[src/rtl/lb_pkg.sv]
package lb_pkg;
  typedef enum logic [1:0] {
    LB_NONE    = 2'd0,
    LB_SHALLOW = 2'd1,
    LB_DEEP    = 2'd2
  } lbMode_e;

  typedef logic [3:0] portIdx_t;

  typedef struct packed {
    lbMode_e  mode;
    portIdx_t sel;
    logic     bypass;
  } lbCfg_t;
endpackage

[src/rtl/lb_ctrl.sv]
module lb_ctrl
  import lb_pkg::*;
#(
  parameter int NPORT = 4
) (
  input  logic             clk,
  input  logic             rstN,
  input  logic             shallowEn,
  input  logic [NPORT-1:0] deepEnMask,
  input  logic             deepBypass,
  input  logic             hostRxValid,
  output lbCfg_t           cfg,
  output logic             modeChg
);
  lbCfg_t req;

  // Build the requested config; host-side loopback has priority, lowest port wins.
  always_comb begin
    req = '0;
    if (shallowEn) begin
      req.mode = LB_SHALLOW;
    end else if (|deepEnMask) begin
      req.mode   = LB_DEEP;
      req.bypass = deepBypass;
      for (int i = NPORT - 1; i >= 0; i--) begin
        if (deepEnMask[i]) req.sel = portIdx_t'(i);
      end
    end
  end

  // Apply only in an idle cycle between host dwords.
  always_ff @(posedge clk) begin
    if (!rstN) begin
      cfg     <= '0;
      modeChg <= 1'b0;
    end else begin
      modeChg <= 1'b0;
      if ((req != cfg) && !hostRxValid) begin
        cfg     <= req;
        modeChg <= 1'b1;
      end
    end
  end
endmodule

[src/rtl/lb_datapath.sv]
module lb_datapath
  import lb_pkg::*;
#(
  parameter int NPORT = 4,
  parameter int W     = 32
) (
  input  logic               clk,
  input  logic               rstN,
  input  lbCfg_t             cfg,
  input  logic [W-1:0]       hostRxData,
  input  logic               hostRxValid,
  output logic [W-1:0]       hostTxData,
  output logic               hostTxValid,
  output logic [W-1:0]       muxInData,
  output logic               muxInValid,
  input  logic [W-1:0]       muxUpData,
  input  logic               muxUpValid,
  input  logic [NPORT*W-1:0] muxDownData,
  input  logic [NPORT-1:0]   muxDownValid,
  output logic [NPORT*W-1:0] devTxData,
  output logic [NPORT-1:0]   devTxValid
);
  logic [W-1:0] selDownData;
  logic         selDownValid;
  logic [W-1:0] hostNextData;
  logic         hostNextValid;

  always_comb begin
    selDownData  = '0;
    selDownValid = 1'b0;
    for (int i = 0; i < NPORT; i++) begin
      if (cfg.sel == portIdx_t'(i)) begin
        selDownData  = muxDownData[i*W +: W];
        selDownValid = muxDownValid[i];
      end
    end
  end

  always_comb begin
    unique case (cfg.mode)
      LB_SHALLOW: begin
        hostNextData  = hostRxData;
        hostNextValid = hostRxValid;
      end
      LB_DEEP: begin
        hostNextData  = cfg.bypass ? hostRxData  : selDownData;
        hostNextValid = cfg.bypass ? hostRxValid : selDownValid;
      end
      default: begin
        hostNextData  = muxUpData;
        hostNextValid = muxUpValid;
      end
    endcase
  end

  always_ff @(posedge clk) begin
    if (!rstN) begin
      hostTxData  <= '0;
      hostTxValid <= 1'b0;
      muxInData   <= '0;
      muxInValid  <= 1'b0;
    end else begin
      hostTxData  <= hostNextData;
      hostTxValid <= hostNextValid;
      muxInData   <= hostRxData;
      muxInValid  <= hostRxValid;
    end
  end

  for (genvar g = 0; g < NPORT; g++) begin : gDev
    logic takeHost;
    assign takeHost = (cfg.mode == LB_DEEP) && cfg.bypass && (cfg.sel == portIdx_t'(g));
    always_ff @(posedge clk) begin
      if (!rstN) begin
        devTxData[g*W +: W] <= '0;
        devTxValid[g]       <= 1'b0;
      end else begin
        devTxData[g*W +: W] <= takeHost ? hostRxData  : muxDownData[g*W +: W];
        devTxValid[g]       <= takeHost ? hostRxValid : muxDownValid[g];
      end
    end
  end
endmodule

[src/rtl/loopback_sel.sv]
module loopback_sel
  import lb_pkg::*;
#(
  parameter int NPORT = 4,
  parameter int W     = 32
) (
  input  logic               clk,
  input  logic               rstN,
  input  logic               shallowEn,
  input  logic [NPORT-1:0]   deepEnMask,
  input  logic               deepBypass,
  input  logic [W-1:0]       hostRxData,
  input  logic               hostRxValid,
  output logic [W-1:0]       hostTxData,
  output logic               hostTxValid,
  output logic [W-1:0]       muxInData,
  output logic               muxInValid,
  input  logic [W-1:0]       muxUpData,
  input  logic               muxUpValid,
  input  logic [NPORT*W-1:0] muxDownData,
  input  logic [NPORT-1:0]   muxDownValid,
  output logic [NPORT*W-1:0] devTxData,
  output logic [NPORT-1:0]   devTxValid,
  output logic               modeChg
);
  lbCfg_t cfg;

  lb_ctrl #(.NPORT(NPORT)) uCtrl (
    .clk(clk), .rstN(rstN), .shallowEn(shallowEn), .deepEnMask(deepEnMask),
    .deepBypass(deepBypass), .hostRxValid(hostRxValid), .cfg(cfg), .modeChg(modeChg)
  );

  lb_datapath #(.NPORT(NPORT), .W(W)) uData (
    .clk(clk), .rstN(rstN), .cfg(cfg),
    .hostRxData(hostRxData), .hostRxValid(hostRxValid),
    .hostTxData(hostTxData), .hostTxValid(hostTxValid),
    .muxInData(muxInData), .muxInValid(muxInValid),
    .muxUpData(muxUpData), .muxUpValid(muxUpValid),
    .muxDownData(muxDownData), .muxDownValid(muxDownValid),
    .devTxData(devTxData), .devTxValid(devTxValid)
  );
endmodule

[config.mk]
export PLATFORM = sky130hd
export DESIGN_NAME = loopback_sel
export DESIGN_NICKNAME = d
export VERILOG_FILES = /design/src/rtl/lb_pkg.sv /design/src/rtl/lb_ctrl.sv /design/src/rtl/lb_datapath.sv /design/src/rtl/loopback_sel.sv
export SDC_FILE = /design/constraint.sdc
export NUM_CORES = 1
export LEC_CHECK = 0
export BUFFER_PORTS_ARGS = -buffer_cell sky130_fd_sc_hd__buf_2
export CAP_MARGIN = 20
export CORE_AREA = 5 5 154 156
export CTS_CLUSTER_SIZE = 24
export DETAILED_ROUTE_END_ITERATION = 6
export DIE_AREA = 0 0 159 161
export PLACE_DENSITY_LB_ADDON = 0.15
export SLEW_MARGIN = 30
export SYNTH_ARGS = -nofsm -noshare
export SYNTH_HDL_FRONTEND = slang
export SYNTH_SLANG_ARGS = --single-unit
export TNS_END_PERCENT = 5
[constraint.sdc]
create_clock -name clk -period 3.17 [get_ports clk]
set_input_delay 0.1585 -clock clk [delete_from_list [all_inputs] [get_ports clk]]
set_output_delay 0.1585 -clock clk [all_outputs]
set_load 0.01 [all_outputs]
==> results of run 1 <==
metrics by stage:
stage	std cells	utilization	hold slack, ns
after floorplan	928	-	0.2802
after global placement	1557	0.4875	0.4163
after detailed placement	1557	0.4875	0.4182
synth_stat cells:
cell type    n
ha_1         2
and3_1       1
dfxtp_1    204
o21ai_0      2
or2_1        1
and3b_1      1
mux2i_1      3
a22oi_2     31
nand2_1    305
o2111ai_1    2
and2_1      68
clkbuf_1    30
a21boi_1    61
nor3_1       2
buf_2       34
nor3_4       1
inv_1        3
nand2b_1     1
a21oi_1      3
mux4_2      33
buf_6        5
nor2b_1      6
buf_12       3
xnor2_1      1
nor4_1       1
o21ai_1     31
a22oi_1      2
nand4b_1     1
mux2_2       1
buf_1        1
nor2_2       2
nor2_1       4
a21boi_0    71
nand3_1      3
nor4b_1      1
or2_2        1
a31oi_1      1
o211ai_1     2
buf_4        3
cells by family after synthesis:
family                   Yosys count  synth area share
AND/OR/NAND/NOR                  399            0.1997
AO/OA/AOI/OAI                    206            0.1857
flip-flops                       204            0.4702
buffers and inverters             79           0.05027
multiplexers                      37           0.09032
adder cells (fa/ha/maj)            2          0.002881
XOR/XNOR                           1          0.001009
==> results.json, run 1 <==
{
  "outcome": "stopped before the end",
  "failing_step": "4_1_cts",
  "error": "[ERROR RSZ-0060] Max buffer count reached.",
  "syn_avg_cell_area_sq_um": 9.360,
  "place_area_sq_um": 10840,
  "io_pins": 405,
  "netlist_top_cells_area": "dfxtp_1 (47%), nand2_1 (13%), mux4_2 (8.6%)",
  "rows": 55,
  "synth_fp_nets": 1136,
  "die_w_um": 159,
  "syn-cell-area_sq_um": 8686,
  "pre_cts_slack_ns": 0.8800,
  "start_util": 0.3908,
  "synthDistinctLibCells": 39,
  "hpwl_um": 23290,
  "cts_inserted_buffers": 24,
  "cts_sinks": 204,
  "synth_top_area_cell": "dfxtp_1",
  "gp_congestion": 0.8595,
  "io_buffers": 404,
  "cts-root-buf": "clkbuf_16",
  "htree_levels": 1,
  "postCtsHoldBufs": 321,
  "cts_setup_buffers": 0,
  "cts.path.max_buffers": 3,
  "cts_resized": 0,
  "ys_seq_area_frac": 0.4702,
  "ys_ff_latch": 204,
  "synthesis.instances": 928,
  "die_h_um": 161,
  "yosys_warnings": 0,
  "netlist.area_leader.share": 0.4702
}
==> run 2, diff against run 1 <==
--- a/config.mk
+++ b/config.mk
@@ -7,10 +7,9 @@
 export LEC_CHECK = 0
 export BUFFER_PORTS_ARGS = -buffer_cell sky130_fd_sc_hd__buf_2
 export CAP_MARGIN = 20
-export CORE_AREA = 5 5 154 156
-export CTS_CLUSTER_SIZE = 24
+export CORE_MARGIN = 5
+export CORE_UTILIZATION = 30
 export DETAILED_ROUTE_END_ITERATION = 6
-export DIE_AREA = 0 0 159 161
 export PLACE_DENSITY_LB_ADDON = 0.15
 export SLEW_MARGIN = 30
 export SYNTH_ARGS = -nofsm -noshare
==> run 2 against run 1 <==
The run now ends clean. Area after synthesis unchanged. Synthesized cell count unchanged.
==> results.json, run 2 <==
{
  "syn_avg_cell_area_sq_um": 9.360,
  "wire_per_inst_um": 18.45,
  "io_pins": 405,
  "largest-register": "uData.devTxData",
  "netlist_top_cells_area": "dfxtp_1 (47%), nand2_1 (13%), mux4_2 (8.6%)",
  "wl_um": 37400,
  "max_freq_ghz": 0.3523,
  "synth-xor-area-share": 0.001008,
  "design_area_sq_um": 15130,
  "die_w_um": 180.2,
  "drtPass1Iterations": 5,
  "clk_pin_slew_worst_paths_ns": 0.06,
  "netlist.area_leader.share": 0.4702,
  "synthMuxAreaShare": 0.09032,
  "antenna_left": 0,
  "finalMaxSlewViolations": 0,
  "synth_fa_ha_area_frac": 0.002881,
  "drtIter0Drc": 405,
  "grt_antenna_before_repair": 0,
  "synthArstFlopShare": 0,
  "worst_setup_path_end_kind": "register",
  "largest_registers": "uData.devTxData x128, uData.hostTxData x32, uData.muxInData x32",
  "slowest_delay_ns": 0.89,
  "cp-start-kind": "register",
  "leakage_uw": 0.007102,
  "final_common_cell": "buf_2",
  "ys_seq_area_frac": 0.4702,
  "place_area_sq_um": 10990,
  "final_cell_mix": "buf_2 (403), dlygate4sd3_1 (325), nand2_1 (304), dfxtp_1 (202), a21boi_0 (71)",
  "synthSimpleGateAreaFrac": 0.1997,
  "cts-root-buf": "clkbuf_16",
  "synth.most_common_cell": "nand2_1",
  "pre_cts_slack_ns": 0.8076,
  "slew_headroom": 0.4173,
  "rows": 62,
  "clk_latency_ns": 0.52,
  "die_h_um": 180.2,
  "cp_top_family": "flip-flops",
  "final_min_period_over_clock_period": 0.8954,
  "synthesis.instances": 928,
  "cts.path.max_buffers": 3,
  "synthToLayoutAreaGrowth_pct": 74.20,
  "synth.top_cells.by_count": "nand2_1 (305), dfxtp_1 (204), a21boi_0 (71)",
  "whs_ns": 0.01480,
  "crit_required_ns": 3.57,
  "vias": 9358,
  "ys_ff_latch": 204,
  "setup_tns_ns": 0,
  "grt_pass1_vias": 10220,
  "cap_violations": 0,
  "grt_use_total": 0.2222,
  "power.density_nw_per_um2": 459.4,
  "cts_inserted_buffers": 25,
  "cts_sinks": 204,
  "synth_top_area_cell": "dfxtp_1",
  "largest_register_ffs": 128,
  "ir_drop_mv": 0.3199,
  "crit_arrival_ns": 3.24,
  "rsz0062_at_grt": "false",
  "gp_congestion": 0.8033,
  "crit_fanout": 28,
  "synth_fp_nets": 1136,
  "syn-cell-area_sq_um": 8686,
  "period_minus_slack_ns": 2.839,
  "synth_compound_area_frac": 0.1857,
  "io_buffers": 404,
  "outcome": "finished clean",
  "vias_per_cell": 4.617,
  "core_area_sq_um": 28630,
  "nNetsFinal": 1835,
  "drc": 0,
  "crit_path_frequent_cell": "nand2_1",
  "synth_top_family_by_area": "simple AND/OR/NAND/NOR gates",
  "utilization": 0.5286,
  "hpwl_um": 24690,
  "drive_above_1_share": 0.3299,
  "htree_levels": 1,
  "worst-path-buf-inv": 2,
  "finClkSkew_ns": 0.005407,
  "grt_pass1_wl_um": 58310,
  "setup_violations": 0,
  "worstMarginPinSlew_ns": 0.8740,
  "worst_slack_ns": 0.3315,
  "hp-class": "in -> reg",
  "synthDistinctLibCells": 39,
  "critical_path_class": "reg -> reg",
  "hold_violations": 0,
  "start_util": 0.3034,
  "yosys_warnings": 0,
  "crit_chain": "nand2_1 -> or2_2 -> buf_4 -> nand2_1 -> a21boi_1 -> dlygate4sd3_1",
  "dieArea_sq_um": 32460,
  "cts_tree": "done",
  "grt_max_degree": 81,
  "synthFlopType": "dfxtp_1",
  "diodes": 0,
  "synth-edff-count": 0,
  "overflow": 0,
  "crit_slowest_cell": "dfxtp_2"
}
## run 2: area by class of cell
type                    count  area (sq um)
fillers                  2684         13490
flip-flops and latches    204          4089
clock buffers              35         743.2
inverters                   3         11.26
repair buffers            748          5490
well taps                 384         480.5
multi-input cells         645          4197
clock inverters             8         120.1
## run 2: cells by family (layout without fill, tap and decap cells)
family,after synthesis,count (layout)
AOI/OAI and AO/OA,206,206
xor gates and xnor gates,1,1
adders and majority gates,2,2
buffers and inverters,79,794
DFF,204,204
muxes,37,37
and+or+nand+nor,399,399
## run 2: timing repair
action	in CTS	in global routing
setup endpoints to repair	0	0
hold buffers	325	0
gates resized for setup	0	0
setup buffers	0	0
hold endpoints to repair	198	0
## run 2: worst paths after layout
check,startpoint,cells past startpoint,slack (ns),to
max,uCtrl.cfg[2]$_SDFFE_PN0P_,6,0.33,uData.devTxData[77]$_SDFF_PN0_
min,muxUpData[18],4,0.01,uData.hostTxData[18]$_SDFF_PN0_
max reg2reg,uCtrl.cfg[2]$_SDFFE_PN0P_,6,0.33,uData.devTxData[77]$_SDFF_PN0_
min reg2reg,uCtrl.cfg[6]$_SDFFE_PN0P_,2,0.58,uCtrl.cfg[6]$_SDFFE_PN0P_
## run 2: routing by layer
metal	GRT usage	vias to the layer above	routed length, um
met5	0	-	0
met4	0.07774	0	1393
met3	0.04259	86	2225
met2	0.4010	320	18620
met1	0.2642	4450	15160
li1	-	4502	-
## run 2: through the flow
step / total power, uW / cells
2_1_floorplan: 3251 / 928
3_3_place_gp: 3691 / 1658
3_5_place_dp: 3695 / 1658
4_1_cts: 7022 / 2026
5_1_grt: 7236 / 2027
6_report: 6951 / 2027
## run 2: worst min-delay path, delay by kind of cell
kind            cells  cell delay (ns)
simple gates        2             0.17
compound gates      1             0.09
buf+inv             1             0.08
## run 2: where the power goes
part / internal (uW) / switching, uW / leakage, uW
clock: 1860 / 1130 / 0.000422
combinational: 661 / 536 / 0.00498
sequential: 2710 / 51.3 / 0.00170
total: 5240 / 1710 / 0.00710
Note: power is estimated with default switching activity, not from simulation.
